--- config.mk ---
export PLATFORM = sky130hd
export DESIGN_NAME = img_sync_locator
export DESIGN_NICKNAME = d
export VERILOG_FILES = /design/src/rtl/img_sync_pkg.sv /design/src/rtl/img_hdr_walk.sv /design/src/rtl/img_sync_match.sv /design/src/rtl/img_sync_locator.sv
export SDC_FILE = /design/constraint.sdc
export NUM_CORES = 1
export LEC_CHECK = 0
export BUFFER_PORTS_ARGS = -buffer_cell sky130_fd_sc_hd__buf_2
export CAP_MARGIN = 20
export CORE_ASPECT_RATIO = 1.75
export CORE_MARGIN = 3
export CORE_UTILIZATION = 55
export CTS_CLUSTER_SIZE = 16
export DETAILED_ROUTE_END_ITERATION = 12
export GPL_TIMING_DRIVEN = 1
export PLACE_DENSITY = 0.8
export SYNTH_ARGS = -nofsm -noshare
export SYNTH_HDL_FRONTEND = slang
export SYNTH_SLANG_ARGS = --single-unit
--- constraint.sdc ---
create_clock -name clk -period 2.45 [get_ports clk]
set_input_delay 0 -clock clk [delete_from_list [all_inputs] [get_ports clk]]
set_output_delay 0 -clock clk [all_outputs]
set_load 0.02 [all_outputs]
--- src/rtl/img_sync_pkg.sv ---
package img_sync_pkg;

  typedef enum logic [2:0] {
    ST_IDLE,
    ST_HDR,
    ST_SRCH,
    ST_PRE,
    ST_PASS
  } sync_state_e;

  localparam logic [7:0] SYNC_BYTE = 8'hFF;
  localparam logic [3:0] CMP_NIB   = 4'h3;

endpackage

--- src/rtl/img_hdr_walk.sv ---
module img_hdr_walk #(
  parameter int POS_W    = 16,
  parameter int HDR_OFS  = 15,
  parameter int N_FIELDS = 4
) (
  input  logic       clk,
  input  logic       rst_n,
  input  logic       clr,
  input  logic       step,
  input  logic [7:0] byte_in,
  output logic       hdr_end
);

  localparam int FLD_W = $clog2(N_FIELDS + 1);

  logic [POS_W-1:0] pos_q, pos_d;
  logic [POS_W-1:0] nxt_q, nxt_d;
  logic [FLD_W-1:0] fld_q, fld_d;

  always_comb begin
    pos_d = pos_q;
    nxt_d = nxt_q;
    fld_d = fld_q;
    if (clr) begin
      pos_d = '0;
      nxt_d = POS_W'(HDR_OFS);
      fld_d = '0;
    end else if (step) begin
      pos_d = pos_q + POS_W'(1);
      if ((pos_q == nxt_q) && (fld_q != FLD_W'(N_FIELDS))) begin
        nxt_d = nxt_q + POS_W'(byte_in) + POS_W'(3);
        fld_d = fld_q + FLD_W'(1);
      end
    end
  end

  // current byte is the final header byte: all fields counted and the
  // next position is the first searchable one
  assign hdr_end = (fld_q == FLD_W'(N_FIELDS)) && ((pos_q + POS_W'(1)) == nxt_q);

  always_ff @(posedge clk or negedge rst_n) begin
    if (!rst_n) begin
      pos_q <= '0;
      nxt_q <= POS_W'(HDR_OFS);
      fld_q <= '0;
    end else begin
      pos_q <= pos_d;
      nxt_q <= nxt_d;
      fld_q <= fld_d;
    end
  end

endmodule

--- src/rtl/img_sync_match.sv ---
module img_sync_match
  import img_sync_pkg::*;
#(
  parameter int RUN_LEN = 4
) (
  input  logic       clk,
  input  logic       rst_n,
  input  logic       clr,
  input  logic       step,
  input  logic       raw,
  input  logic [7:0] byte_in,
  output logic       hit
);

  localparam int RUN_W = (RUN_LEN > 2) ? $clog2(RUN_LEN) : 1;
  localparam logic [RUN_W-1:0] RUN_TOP = RUN_W'(RUN_LEN - 1);

  logic [RUN_W-1:0] run_q, run_d;
  logic             is_sync;

  assign is_sync = (byte_in == SYNC_BYTE);

  // raw: completes a run of RUN_LEN sync bytes
  // compressed: sync byte seen just before and nibble matches now
  assign hit = raw ? (is_sync && (run_q == RUN_TOP))
                   : ((run_q != '0) && (byte_in[7:4] == CMP_NIB));

  always_comb begin
    run_d = run_q;
    if (clr) begin
      run_d = '0;
    end else if (step) begin
      if (!is_sync)                run_d = '0;
      else if (run_q != RUN_TOP)   run_d = run_q + RUN_W'(1);
    end
  end

  always_ff @(posedge clk or negedge rst_n) begin
    if (!rst_n) run_q <= '0;
    else        run_q <= run_d;
  end

endmodule

--- src/rtl/img_sync_locator.sv ---
module img_sync_locator
  import img_sync_pkg::*;
#(
  parameter int POS_W    = 16,
  parameter int HDR_OFS  = 15,
  parameter int N_FIELDS = 4,
  parameter int RUN_LEN  = 4
) (
  input  logic       clk,
  input  logic       rst_n,
  input  logic       mode_raw,
  input  logic [7:0] in_data,
  input  logic       in_valid,
  input  logic       in_last,
  output logic       in_ready,
  output logic [7:0] out_data,
  output logic       out_valid,
  output logic       out_last,
  input  logic       out_ready,
  output logic       found,
  output logic       error
);

  localparam int CNT_W = (RUN_LEN > 2) ? $clog2(RUN_LEN) : 1;

  sync_state_e      st_q, st_d;
  logic             raw_q, raw_d;
  logic             found_q, found_d;
  logic             err_q, err_d;
  logic [CNT_W-1:0] pre_cnt_q, pre_cnt_d;
  logic             pre_last_q, pre_last_d;

  logic acc_in, acc_out, raw_cur, hdr_ph, srch_ph, clr, hdr_end, hit;

  assign acc_in  = in_valid && in_ready;
  assign acc_out = out_valid && out_ready;
  assign raw_cur = (st_q == ST_IDLE) ? mode_raw : raw_q;
  assign hdr_ph  = (st_q == ST_HDR)  || ((st_q == ST_IDLE) && mode_raw);
  assign srch_ph = (st_q == ST_SRCH) || ((st_q == ST_IDLE) && !mode_raw);
  assign clr     = acc_in && in_last;

  img_hdr_walk #(
    .POS_W   (POS_W),
    .HDR_OFS (HDR_OFS),
    .N_FIELDS(N_FIELDS)
  ) u_hdr (
    .clk    (clk),
    .rst_n  (rst_n),
    .clr    (clr),
    .step   (acc_in && hdr_ph),
    .byte_in(in_data),
    .hdr_end(hdr_end)
  );

  img_sync_match #(
    .RUN_LEN(RUN_LEN)
  ) u_match (
    .clk    (clk),
    .rst_n  (rst_n),
    .clr    (clr),
    .step   (acc_in && srch_ph),
    .raw    (raw_cur),
    .byte_in(in_data),
    .hit    (hit)
  );

  // handshake and output mux
  always_comb begin
    in_ready  = 1'b1;
    out_valid = 1'b0;
    out_data  = '0;
    out_last  = 1'b0;
    case (st_q)
      ST_PRE: begin
        in_ready  = 1'b0;
        out_valid = 1'b1;
        out_data  = SYNC_BYTE;
        out_last  = pre_last_q && (pre_cnt_q == '0);
      end
      ST_PASS: begin
        in_ready  = out_ready;
        out_valid = in_valid;
        out_data  = in_data;
        out_last  = in_last;
      end
      default: ;
    endcase
  end

  // next state
  always_comb begin
    st_d       = st_q;
    raw_d      = raw_q;
    found_d    = found_q;
    err_d      = err_q;
    pre_cnt_d  = pre_cnt_q;
    pre_last_d = pre_last_q;
    case (st_q)
      ST_IDLE, ST_HDR, ST_SRCH: begin
        if (acc_in) begin
          if (st_q == ST_IDLE) begin
            raw_d   = mode_raw;
            found_d = 1'b0;
            err_d   = 1'b0;
          end
          if (srch_ph && hit) begin
            found_d = 1'b1;
            if (raw_cur) begin
              st_d       = ST_PRE;
              pre_cnt_d  = CNT_W'(RUN_LEN - 1);
              pre_last_d = in_last;
            end else begin
              st_d = in_last ? ST_IDLE : ST_PASS;
            end
          end else if (in_last) begin
            err_d = 1'b1;
            st_d  = ST_IDLE;
          end else if (hdr_ph) begin
            st_d = hdr_end ? ST_SRCH : ST_HDR;
          end else begin
            st_d = ST_SRCH;
          end
        end
      end
      ST_PRE: begin
        if (acc_out) begin
          if (pre_cnt_q == '0) st_d = pre_last_q ? ST_IDLE : ST_PASS;
          else                 pre_cnt_d = pre_cnt_q - CNT_W'(1);
        end
      end
      ST_PASS: begin
        if (acc_in && in_last) st_d = ST_IDLE;
      end
      default: st_d = ST_IDLE;
    endcase
  end

  always_ff @(posedge clk or negedge rst_n) begin
    if (!rst_n) begin
      st_q       <= ST_IDLE;
      raw_q      <= 1'b0;
      found_q    <= 1'b0;
      err_q      <= 1'b0;
      pre_cnt_q  <= '0;
      pre_last_q <= 1'b0;
    end else begin
      st_q       <= st_d;
      raw_q      <= raw_d;
      found_q    <= found_d;
      err_q      <= err_d;
      pre_cnt_q  <= pre_cnt_d;
      pre_last_q <= pre_last_d;
    end
  end

  assign found = found_q;
  assign error = err_q;

endmodule

==> results of run 1 <==
-- repair_timing --
item | 4_1_cts | 5_1_grt
hold buffers | 2 | 0
pin swaps | 11 | 18
setup buffers | 1 | 2
hold endpoints to repair | 43 | 0
cloned | 0 | 0
endpoints found under the setup margin | 7 | 11
resized for setup | 8 | 14
-- metrics by stage --
stage	total power (W)	cell area [µm²]	setup WS [ps]	hold slack [ps]
after detailed placement	0.00139	3860	-108	214
after CTS	0.00190	4010	-152	89.1
after global routing	0.00201	4120	-209	52.2
after global placement	0.00136	3860	-23.0	217
after floorplan	0.00118	3530	-2.92	-296
final	0.00191	4120	-79.2	46.2
-- worst max-delay path: cells and delay by family, from the launching register on --
kind / cells / cell delay, ps
DFF: 1 / 550
and+or+nand+nor: 4 / 570
buffers and inverters: 4 / 240
AOI/OAI and AO/OA: 2 / 230
xor gates and xnor gates: 1 / 140
adders and majority gates: 3 / 670
-- cell usage in the layout, fill, tap and decap left out, types with 3 or more instances in the layout --
cell	count
nor2_1	55
o211ai_1	4
inv_1	23
nor4_1	3
mux2i_1	5
ha_4	5
dfstp_2	4
o21ai_0	19
a21oi_1	21
and4_1	6
or3_1	11
nand2b_1	5
nor3_1	8
buf_2	26
xnor2_1	22
a31oi_1	3
nand3_1	12
clkbuf_8	6
dfrtp_1	40
nand2_1	50
buf_4	27
a211oi_1	4
nor2b_1	3
xor2_1	17
inv_2	3
nand4_1	10
ha_1	17
and2_1	3
nor3b_1	3
-- path summary, 6_finish.rpt --
kind / depth (start not counted) / to / start
worst min register to register: 2 / error / error
worst min-delay path: 2 / u_match.run_q[1] / rst_n
worst max register to register: 14 / u_hdr.nxt_q[11] / u_hdr.nxt_q[1]
min in group clk: 4 / u_hdr.nxt_q[0] / in_data[0]
max in group asynchronous: 4 / u_hdr.nxt_q[2] / rst_n
worst max-delay path: 14 / u_hdr.nxt_q[11] / u_hdr.nxt_q[1]
-- per-layer routing --
metal / up-vias / GRT usage, % / part of all wire, %
met4: 0 / 15.5 / 5.1
met1: 1576 / 27.5 / 37
met2: 116 / 48.0 / 54
met5: - / 0 / 0
met3: 35 / 4.36 / 3.8
li1: 1571 / - / -
-- power breakdown --
group	internal, W	switching, W	leakage (nW)
Sequential	0.000810	0.0000511	0.611
Combinational	0.000233	0.000316	1.25
Clock	0.000227	0.000272	0.0472
-- cell type report --
| type | instances | area (µm²) | share of cell area (%) |
|---|---|---|---|
| tap | 78 | 97.6 | 2.37 |
| sequential | 46 | 1160 | 28.1 |
| timing repair buffer | 58 | 404 | 9.81 |
| inverter | 27 | 104 | 2.52 |
| clock inverter | 2 | 12.5 | 0.304 |
| clock buffer | 6 | 82.6 | 2.00 |
| multi-input combinational | 331 | 2260 | 54.9 |
-- synth_stat cells (2+ instances only) --
master | number | area [µm²]
nor2_1 | 55 | 206
dfstp_2 | 4 | 105
nand2b_1 | 5 | 31.3
and4_1 | 6 | 52.6
and2_1 | 4 | 25.0
o21a_1 | 2 | 15.0
o21ai_0 | 21 | 105
nand4_1 | 10 | 62.6
nor3b_1 | 3 | 22.5
inv_1 | 27 | 101
nor4_1 | 5 | 31.3
a21oi_1 | 22 | 110
o211ai_1 | 4 | 30.0
nor3_1 | 8 | 40.0
nor2b_1 | 4 | 25.0
ha_1 | 22 | 275
or3_1 | 11 | 68.8
a31oi_1 | 3 | 18.8
a21boi_0 | 2 | 15.0
buf_2 | 8 | 40.0
buf_6 | 3 | 33.8
nand2_1 | 50 | 188
xnor2_1 | 22 | 193
nand3_1 | 13 | 65.1
a211oi_1 | 5 | 37.5
clkbuf_1 | 7 | 26.3
o32ai_1 | 2 | 17.5
xor2_1 | 18 | 158
or4b_1 | 2 | 20.0
dfrtp_1 | 42 | 1050
o22ai_1 | 2 | 12.5
mux2i_1 | 5 | 50.1
and3_1 | 3 | 18.8
-- flip-flops by register name (all words and copies together), names as in the netlist --
| register | count |
|---|---|
| u_hdr.fld_q | 3 |
| raw_q | 1 |
| st_q | 3 |
| pre_cnt_q | 2 |
| u_match.run_q | 2 |
| u_hdr.nxt_q | 16 |
| found | 1 |
| error | 1 |
| pre_last_q | 1 |
| u_hdr.pos_q | 16 |
-- kinds of logic (layout without fill, tap and decap cells) --
| logic type | after synthesis | count (layout) | share of synthesized area [%] |
|---|---|---|---|
| AOI/OAI and AO/OA | 78 | 78 | 14.1 |
| xor gates and xnor gates | 40 | 40 | 10.1 |
| adders and majority gates | 23 | 23 | 8.50 |
| buffers and inverters | 46 | 93 | 6.01 |
| DFF | 46 | 46 | 33.3 |
| muxes | 5 | 5 | 1.44 |
| and+or+nand+nor | 185 | 185 | 26.6 |
==> run_summary.xml, run 1 <==
<?xml version="1.0" encoding="UTF-8"?>
<metrics>
  <group name="global_route">
    <metric name="number_of_global_route_vias_before_repair" unit="">3314</metric>
    <metric name="grt_first_pass_wirelength" unit="µm">15200</metric>
    <metric name="grt_remaining_overflow" unit="">0</metric>
    <metric name="grtUsageTotal" unit="%">26.6</metric>
    <metric name="grt_antenna_before_repair" unit="">0</metric>
    <metric name="maximum_number_of_pins_on_one_net_before_global_route_repair" unit="">45</metric>
  </group>
  <group name="cts">
    <metric name="cts_max_level" unit="">2</metric>
    <metric name="tritoncts.num_buffers" unit="">5</metric>
    <metric name="clk_transition_reported_paths" unit="ps">90</metric>
    <metric name="tritoncts_clock_tree" unit="">built</metric>
    <metric name="cts_num_sinks" unit="">46</metric>
    <metric name="clk-insertion-delay-late" unit="ps">310</metric>
    <metric name="cts_root_buffer" unit="">clkbuf_8</metric>
    <metric name="max-clock-path-buffers" unit="">2</metric>
  </group>
  <group name="drt">
    <metric name="totalWireLength" unit="µm">9300</metric>
    <metric name="avgViaCountPerCell" unit="">6.02</metric>
    <metric name="detail_route.first_pass.iterations" unit="">7</metric>
    <metric name="antenna_left" unit="">0</metric>
    <metric name="detail_route.iter0.violations" unit="">204</metric>
    <metric name="route.detailed.wl_per_inst" unit="µm">17.0</metric>
    <metric name="total_vias_in_the_final_route" unit="">3298</metric>
    <metric name="drt_drc_violations_left" unit="">0</metric>
  </group>
  <group name="finish">
    <metric name="antenna_cells_inserted" unit="">0</metric>
    <metric name="final.fill_count" unit="">489</metric>
    <metric name="final_standard_cell_utilization_of_the_core" unit="%">68.4</metric>
    <metric name="layout.cells.non_filler" unit="">548</metric>
    <metric name="finalNetCount" unit="">506</metric>
    <metric name="area_growth" unit="%">18.5</metric>
    <metric name="proportion_of_layout_cells_with_a_drive_suffix_above_1" unit="%">20.2</metric>
  </group>
  <group name="synthesis">
    <metric name="postSynthCellCount" unit="">423</metric>
    <metric name="mappedNetlistArea" unit="µm²">3480</metric>
    <metric name="async_flop_share" unit="%">100</metric>
    <metric name="yosys_warnings" unit="">0</metric>
    <metric name="synth-main-ff-cell" unit="">dfrtp_1</metric>
    <metric name="ys_seq_area_share" unit="%">33.3</metric>
    <metric name="synth-edff-count" unit="">0</metric>
    <metric name="syn-mean-instance-area" unit="µm²">8.22</metric>
    <metric name="synthDistinctLibCells" unit="">56</metric>
    <metric name="synth_fp_nets" unit="">460</metric>
    <metric name="ys_ff_latch" unit="">46</metric>
  </group>
  <group name="setup_path">
    <metric name="critPathMaxStageDelay" unit="ps">550</metric>
    <metric name="rrSetupSlack" unit="ps">-80</metric>
    <metric name="timing.critical_path.fanout_max" unit="">4</metric>
    <metric name="worstSetupPathType" unit="">reg2reg</metric>
    <metric name="required" unit="ps">2650</metric>
    <metric name="worstSetupStartpointType" unit="">register</metric>
    <metric name="slowest_library_cell_on_the_worst_path" unit="">dfstp_2</metric>
    <metric name="cp_data_arrival_time" unit="ps">2730</metric>
    <metric name="worst_setup_path_end_kind" unit="">register</metric>
    <metric name="cell_breakdown_of_the_critical_path" unit="">inv_2, ha_4, inv_4, ha_4, inv_2, fa_2, nor2b_2, o21a_1, o21ai_2, and2_4, buf_6, nor4_4, xnor2_1, nor2_1</metric>
  </group>
  <group name="run_status">
    <metric name="failed_checks" unit="">negative setup slack</metric>
    <metric name="run_status" unit="">complete, but fails checks</metric>
  </group>
  <group name="floorplan">
    <metric name="die_height" unit="µm">111</metric>
    <metric name="initial_core_util" unit="%">57.8</metric>
    <metric name="fp.dieW" unit="µm">66.1</metric>
    <metric name="row_count" unit="">37</metric>
    <metric name="area_inside_the_core_boundary" unit="µm²">6020</metric>
    <metric name="io-pin-count" unit="">27</metric>
    <metric name="die_area" unit="µm²">7350</metric>
  </group>
  <group name="timing">
    <metric name="timing_worst_slew_pin_value" unit="ps">379</metric>
    <metric name="fmax" unit="MHz">395</metric>
    <metric name="max_slew_margin" unit="%">74.4</metric>
    <metric name="final.setup.worst_slack" unit="ps">-79.2</metric>
    <metric name="clock-skew-final" unit="ps">9.85</metric>
    <metric name="unrepaired_setup_endpoints_after_global_routing" unit="">true</metric>
    <metric name="fin_crit" unit="ps">2530</metric>
    <metric name="number_of_pins_exceeding_their_max_slew_limit_in_the_final_report" unit="">0</metric>
    <metric name="report.final.setup_viol" unit="">3</metric>
    <metric name="min_period_over_period" unit="%">103</metric>
    <metric name="setup-tns-final" unit="ps">-102</metric>
    <metric name="finalHoldViolCount" unit="">0</metric>
  </group>
  <group name="flow_run">
    <metric name="cap_violations" unit="">0</metric>
  </group>
  <group name="place">
    <metric name="place.detailed.hpwl" unit="µm">7020</metric>
    <metric name="placedCellCount" unit="">534</metric>
    <metric name="port_buffers" unit="">26</metric>
    <metric name="routabilityCongestion" unit="">0.954</metric>
  </group>
  <group name="power">
    <metric name="vdd.ir_drop.worst" unit="mV">0.364</metric>
    <metric name="power_density" unit="nW/µm²">464</metric>
    <metric name="leakagePower" unit="nW">1.91</metric>
  </group>
  <group name="min_path">
    <metric name="hp-class" unit="">in2async</metric>
  </group>
</metrics>
(Power assumes the default switching activity.)
==> run 2, diff against run 1 <==
Settings changed: SETUP_SLACK_MARGIN set to 0.02.
==> run 2 against run 1 <==
The flow still finishes with violations (negative setup slack). Cell count stayed put. Die area did not move. Clock-buffer cell count is the same. Routed wire length up 0.12%. Sequential share of layout area about the same. Non-clock buffer count stayed put. Cell area about the same.
==> run_summary.xml, run 2 (synthesis results as in run 1) <==
<?xml version="1.0" encoding="UTF-8"?>
<metrics>
  <group name="global_route">
    <metric name="number_of_global_route_vias_before_repair" unit="">3314</metric>
    <metric name="grtUsageTotal" unit="%">26.6</metric>
    <metric name="grt_remaining_overflow" unit="">0</metric>
    <metric name="maximum_number_of_pins_on_one_net_before_global_route_repair" unit="">45</metric>
    <metric name="grt_antenna_before_repair" unit="">0</metric>
    <metric name="grt_first_pass_wirelength" unit="µm">15200</metric>
  </group>
  <group name="cts">
    <metric name="clk_transition_reported_paths" unit="ps">90</metric>
    <metric name="tritoncts_clock_tree" unit="">built</metric>
    <metric name="cts_num_sinks" unit="">46</metric>
    <metric name="clk-insertion-delay-late" unit="ps">310</metric>
    <metric name="max-clock-path-buffers" unit="">2</metric>
    <metric name="tritoncts.num_buffers" unit="">5</metric>
    <metric name="cts_max_level" unit="">2</metric>
    <metric name="cts_root_buffer" unit="">clkbuf_8</metric>
  </group>
  <group name="flow_run">
    <metric name="cap_violations" unit="">0</metric>
  </group>
  <group name="floorplan">
    <metric name="io-pin-count" unit="">27</metric>
    <metric name="area_inside_the_core_boundary" unit="µm²">6020</metric>
    <metric name="die_height" unit="µm">111</metric>
    <metric name="initial_core_util" unit="%">57.8</metric>
    <metric name="row_count" unit="">37</metric>
    <metric name="fp.dieW" unit="µm">66.1</metric>
    <metric name="die_area" unit="µm²">7350</metric>
  </group>
  <group name="run_status">
    <metric name="run_status" unit="">complete, but fails checks</metric>
    <metric name="failed_checks" unit="">negative setup slack</metric>
  </group>
  <group name="timing">
    <metric name="fin_crit" unit="ps">2530</metric>
    <metric name="worst_hold_slack" unit="ps">46.4</metric>
    <metric name="fmax" unit="MHz">396</metric>
    <metric name="final.setup.worst_slack" unit="ps">-77.5</metric>
    <metric name="min_period_over_period" unit="%">103</metric>
    <metric name="max_slew_margin" unit="%">73.8</metric>
    <metric name="clock-skew-final" unit="ps">8.77</metric>
    <metric name="unrepaired_setup_endpoints_after_global_routing" unit="">true</metric>
    <metric name="report.final.setup_viol" unit="">3</metric>
    <metric name="number_of_pins_exceeding_their_max_slew_limit_in_the_final_report" unit="">0</metric>
    <metric name="finalHoldViolCount" unit="">0</metric>
    <metric name="setup-tns-final" unit="ps">-97.1</metric>
    <metric name="timing_worst_slew_pin_value" unit="ps">388</metric>
  </group>
  <group name="setup_path">
    <metric name="slowest_library_cell_on_the_worst_path" unit="">dfstp_2</metric>
    <metric name="required" unit="ps">2650</metric>
    <metric name="worstSetupPathType" unit="">reg2reg</metric>
    <metric name="cell_breakdown_of_the_critical_path" unit="">inv_2, ha_4, inv_4, ha_4, inv_2, fa_2, nor2b_2, o21a_1, o21ai_2, and2_4, buf_6, nor4_4, xnor2_1, nor2_1</metric>
    <metric name="cp_data_arrival_time" unit="ps">2730</metric>
    <metric name="worst-r2r-cell-count" unit="">14</metric>
    <metric name="worstSetupStartpointType" unit="">register</metric>
    <metric name="rrSetupSlack" unit="ps">-80</metric>
    <metric name="critPathMaxStageDelay" unit="ps">550</metric>
    <metric name="worst_setup_path_end_kind" unit="">register</metric>
    <metric name="timing.critical_path.fanout_max" unit="">4</metric>
  </group>
  <group name="finish">
    <metric name="mostFrequentLayoutCell" unit="">nor2_1</metric>
    <metric name="area_growth" unit="%">18.6</metric>
    <metric name="proportion_of_layout_cells_with_a_drive_suffix_above_1" unit="%">20.2</metric>
    <metric name="finalNetCount" unit="">506</metric>
    <metric name="mostFrequentLayoutCells" unit="">nor2_1 (55), nand2_1 (50), dfrtp_1 (40), buf_4 (27), buf_2 (26)</metric>
    <metric name="largestRegisters" unit="">u_hdr.nxt_q x16, u_hdr.pos_q x16</metric>
    <metric name="final_standard_cell_utilization_of_the_core" unit="%">68.5</metric>
    <metric name="antenna_cells_inserted" unit="">0</metric>
  </group>
  <group name="place">
    <metric name="place_worst_setup_slack" unit="ps">-108</metric>
    <metric name="port_buffers" unit="">26</metric>
    <metric name="routabilityCongestion" unit="">0.954</metric>
    <metric name="place.detailed.hpwl" unit="µm">7020</metric>
  </group>
  <group name="drt">
    <metric name="route.detailed.wl_per_inst" unit="µm">17.0</metric>
    <metric name="detail_route.iter0.violations" unit="">173</metric>
    <metric name="totalWireLength" unit="µm">9310</metric>
    <metric name="total_vias_in_the_final_route" unit="">3276</metric>
    <metric name="avgViaCountPerCell" unit="">5.98</metric>
    <metric name="detail_route.first_pass.iterations" unit="">5</metric>
    <metric name="antenna_left" unit="">0</metric>
    <metric name="drt_drc_violations_left" unit="">0</metric>
  </group>
  <group name="min_path">
    <metric name="hp-class" unit="">in2async</metric>
  </group>
  <group name="power">
    <metric name="power_density" unit="nW/µm²">463</metric>
    <metric name="leakagePower" unit="nW">1.91</metric>
    <metric name="vdd.ir_drop.worst" unit="mV">0.364</metric>
  </group>
</metrics>
## run 2: changes by cell type in the layout (fill, tap and decap cells not counted)
cell and change:
and3_2 -1, and3_4 +1
## run 2: what timing repair did
item                                   4_1_cts  5_1_grt
pin swaps                                   12       19
setup endpoints to repair                    8       11
buffers inserted                             1        2
hold buffers                                 2        0
resized for setup                            8       15
endpoints found under the hold margin       43        0
## run 2: final timing paths
check / from / endpoint
setup / recovery: u_hdr.nxt_q[1] / u_hdr.nxt_q[11]
hold / removal: rst_n / u_match.run_q[1]
setup reg to reg: u_hdr.nxt_q[1] / u_hdr.nxt_q[11]
hold reg to reg: error / error
max in group asynchronous: rst_n / u_hdr.nxt_q[2]
min in group clk: in_data[0] / u_hdr.nxt_q[0]
## run 2: worst max-delay path, delay by kind of cell (launching register included)
| family | cells | cell delay [ps] |
|---|---|---|
| and+or+nand+nor | 4 | 570 |
| xor gates and xnor gates | 1 | 140 |
| buffers and inverters | 4 | 240 |
| adders and majority gates | 3 | 670 |
| AOI/OAI and AO/OA | 2 | 230 |
| DFF | 1 | 550 |
## run 2: cell type report
cell class / instances / area [µm²]
Inverter: 27 / 104
Clock inverter: 2 / 12.5
Fill cell: 489 / 1900
Multi-Input combinational cell: 331 / 2260
Sequential cell: 46 / 1160
Timing Repair Buffer: 58 / 404
Tap cell: 78 / 97.6
Clock buffer: 6 / 82.6
## run 2: power by group
part | switching, W | internal (W) | leakage, nW
combinational | 0.000315 | 0.000233 | 1.25
clock | 0.000270 | 0.000227 | 0.0472
sequential | 0.0000515 | 0.000810 | 0.611
total | 0.000637 | 0.00127 | 1.91
## run 2: layer usage
layer / track usage (%) / vias to the layer above / share of wire (%)
li1: - / 1573 / -
met1: 27.5 / 1564 / 36
met2: 48.0 / 112 / 55
met3: 4.36 / 27 / 4.3
met4: 15.5 / 0 / 4.5
met5: 0 / - / 0
## run 2: through the flow
| step | instance area [µm²] | instances | total power (W) |
|---|---|---|---|
| 2_1_floorplan | 3530 | 423 | 0.00118 |
| 3_3_place_gp | 3860 | 534 | 0.00136 |
| 3_5_place_dp | 3860 | 534 | 0.00139 |
| 4_1_cts | 4010 | 545 | 0.00190 |
| 5_1_grt | 4120 | 548 | 0.00201 |
| 6_report | 4120 | 548 | 0.00191 |
==> run 3, diff against run 2 <==
Settings changed: CORE_ASPECT_RATIO 1.75 to not set, CORE_UTILIZATION 55 to 43, PLACE_DENSITY 0.8 to 0.66.
==> run 3 against run 2 <==
The flow now finishes without violations. Global-route usage fell by 6.3 points. Flip-flop and latch count did not move. Via count fell by 2.4%. Critical path depth fell by 1. Critical endpoint is now u_hdr.nxt_q[13].
==> run_summary.xml, run 3 (synthesis results as in run 1) <==
<?xml version="1.0" encoding="UTF-8"?>
<metrics>
  <group name="run_status">
    <metric name="run_status" unit="">finished, final reports clean</metric>
  </group>
  <group name="cts">
    <metric name="cts_root_buffer" unit="">clkbuf_8</metric>
    <metric name="tritoncts_clock_tree" unit="">built</metric>
    <metric name="max-clock-path-buffers" unit="">2</metric>
    <metric name="clk_transition_reported_paths" unit="ps">90</metric>
    <metric name="cts_num_sinks" unit="">46</metric>
    <metric name="tritoncts.num_buffers" unit="">5</metric>
    <metric name="cts_max_level" unit="">2</metric>
    <metric name="clk-insertion-delay-late" unit="ps">310</metric>
  </group>
  <group name="global_route">
    <metric name="grt_first_pass_wirelength" unit="µm">14500</metric>
    <metric name="grt_antenna_before_repair" unit="">0</metric>
    <metric name="global_route.usage.met3" unit="%">3.05</metric>
    <metric name="grtUsageTotal" unit="%">20.3</metric>
    <metric name="grtUsageMet2" unit="%">30.3</metric>
    <metric name="grt_util_met1" unit="%">30.4</metric>
    <metric name="globalRoute.busiestLayer" unit="">met1</metric>
    <metric name="number_of_global_route_vias_before_repair" unit="">2953</metric>
    <metric name="maximum_number_of_pins_on_one_net_before_global_route_repair" unit="">47</metric>
    <metric name="grt_remaining_overflow" unit="">0</metric>
  </group>
  <group name="power">
    <metric name="power_density" unit="nW/µm²">452</metric>
    <metric name="leakagePower" unit="nW">1.90</metric>
    <metric name="vdd.ir_drop.worst" unit="mV">0.236</metric>
    <metric name="total_power" unit="W">0.00186</metric>
  </group>
  <group name="drt">
    <metric name="totalWireLength" unit="µm">8710</metric>
    <metric name="detail_route.first_pass.iterations" unit="">5</metric>
    <metric name="detail_route.iter0.violations" unit="">195</metric>
    <metric name="avgViaCountPerCell" unit="">5.61</metric>
    <metric name="drt_drc_violations_left" unit="">0</metric>
    <metric name="route.detailed.wl_per_inst" unit="µm">15.3</metric>
    <metric name="antenna_left" unit="">0</metric>
    <metric name="total_vias_in_the_final_route" unit="">3196</metric>
  </group>
  <group name="finish">
    <metric name="mostFrequentLayoutCells" unit="">nor2_1 (55), nand2_1 (50), dfrtp_1 (37), buf_2 (26), buf_4 (26)</metric>
    <metric name="proportion_of_layout_cells_with_a_drive_suffix_above_1" unit="%">19.9</metric>
    <metric name="area_growth" unit="%">18.1</metric>
    <metric name="finalNetCount" unit="">504</metric>
    <metric name="mostFrequentLayoutCell" unit="">nor2_1</metric>
    <metric name="antenna_cells_inserted" unit="">0</metric>
    <metric name="finalInstanceArea" unit="µm²">4110</metric>
    <metric name="largestRegisters" unit="">u_hdr.nxt_q x16, u_hdr.pos_q x16</metric>
  </group>
  <group name="setup_path">
    <metric name="cp_data_arrival_time" unit="ps">2620</metric>
    <metric name="worst-r2r-cell-count" unit="">13</metric>
    <metric name="worst_setup_path_startpoint" unit="">u_hdr.nxt_q[1]</metric>
    <metric name="rrSetupSlack" unit="ps">30</metric>
    <metric name="worst_setup_path_end_kind" unit="">register</metric>
    <metric name="worstSetupPathType" unit="">reg2reg</metric>
    <metric name="setup.worst_path.end" unit="">u_hdr.nxt_q[13]</metric>
    <metric name="required" unit="ps">2650</metric>
    <metric name="worstSetupStartpointType" unit="">register</metric>
    <metric name="timing.rr.end" unit="">u_hdr.nxt_q[13]</metric>
    <metric name="rr_startpoint" unit="">u_hdr.nxt_q[1]</metric>
    <metric name="timing.critical_path.fanout_max" unit="">4</metric>
  </group>
  <group name="timing">
    <metric name="unrepaired_setup_endpoints_after_global_routing" unit="">true</metric>
    <metric name="clock-skew-final" unit="ps">6.74</metric>
    <metric name="max_slew_margin" unit="%">67.9</metric>
    <metric name="number_of_pins_exceeding_their_max_slew_limit_in_the_final_report" unit="">0</metric>
    <metric name="min_period_over_period" unit="%">98.7</metric>
    <metric name="timing_worst_slew_pin_value" unit="ps">482</metric>
    <metric name="finalHoldViolCount" unit="">0</metric>
    <metric name="fin_crit" unit="ps">2420</metric>
    <metric name="fmax" unit="MHz">413</metric>
    <metric name="worst_hold_slack" unit="ps">110</metric>
    <metric name="report.final.setup_viol" unit="">0</metric>
  </group>
  <group name="place">
    <metric name="port_buffers" unit="">26</metric>
    <metric name="place.detailed.hpwl" unit="µm">6670</metric>
    <metric name="routabilityCongestion" unit="">0.896</metric>
    <metric name="placed_area" unit="µm²">3890</metric>
  </group>
  <group name="floorplan">
    <metric name="die_area" unit="µm²">9200</metric>
    <metric name="initial_core_util" unit="%">44.7</metric>
    <metric name="fp.dieW" unit="µm">95.9</metric>
    <metric name="die_height" unit="µm">95.9</metric>
    <metric name="io-pin-count" unit="">27</metric>
    <metric name="area_inside_the_core_boundary" unit="µm²">7770</metric>
    <metric name="row_count" unit="">32</metric>
  </group>
  <group name="flow_run">
    <metric name="cap_violations" unit="">0</metric>
  </group>
  <group name="min_path">
    <metric name="hp-class" unit="">in2reg</metric>
  </group>
</metrics>
## run 3: cell count changes in the layout (fill, tap and decap cells not counted), moves of 2 or more
cell / previous run / this run
clkbuf_1: 0 / 2
ha_4: 5 / 3
dfrtp_1: 40 / 37
dfrtp_2: 2 / 5
## run 3: stage by stage
step	instances	utilization [%]	setup TNS, ps	setup WS, ps
finish	570	52.9	0	31.3
global route	570	52.9	-308	-81.8
CTS	568	51.7	0	25.6
detailed placement	558	50.0	-412	-106
global placement	558	50.0	-61.5	-25.7
floorplan	423	-	-3.65	-2.92
## run 3: critical path: stages (launching register included)
cell and delay, ps:
dfstp_2 550, inv_2 40, ha_4 210, inv_4 50
ha_4 130, inv_2 40, fa_2 340, nor2b_2 130
o21a_1 160, o21ai_2 70, and2_4 180, nor4b_4 220
xnor2_1 140, nor2_1 50
## run 3: metal layers
layer	up-vias	share of wire [%]	wire (µm)
met5	-	0	0
met3	8	4.8	420
met2	88	46	3980
met1	1537	48	4200
li1	1563	-	-
met4	0	1.3	109
## run 3: area by class of cell
class | count | area (µm²)
Timing Repair Buffer | 56 | 385
Clock buffer | 7 | 76.3
Clock inverter | 1 | 7.51
Tap cell | 102 | 128
Fill cell | 769 | 3660
Multi-Input combinational cell | 331 | 2240
Sequential cell | 46 | 1160
Inverter | 27 | 104
## run 3: report_power, final
part	internal, W	total [W]	switching [W]
registers	0.000810	0.000846	0.0000352
clock network	0.000202	0.000469	0.000267
logic	0.000229	0.000541	0.000312
total	0.00124	0.00186	0.000614
## run 3: worst min-delay path by stage
stage | from | end | slack [ps] | cells past startpoint
2_1_floorplan | rst_n | error | -300 | 0
6_report | in_data[0] | u_hdr.nxt_q[0] | 110 | 4
3_3_place_gp | rst_n | u_hdr.pos_q[11] | 250 | 1
3_5_place_dp | rst_n | u_hdr.pos_q[8] | 260 | 1
4_1_cts | in_data[0] | u_hdr.nxt_q[0] | 110 | 4
5_1_grt | in_data[0] | u_hdr.nxt_q[0] | 130 | 4
## run 3: timing repair
action / 4_1_cts / 5_1_grt
pin swaps: 4 / 11
endpoints found under the setup margin: 8 / 11
cloned: 0 / 0
endpoints found under the hold margin: 43 / 0
resized for setup: 7 / 16
setup buffers: 0 / 1
hold buffers: 2 / 0
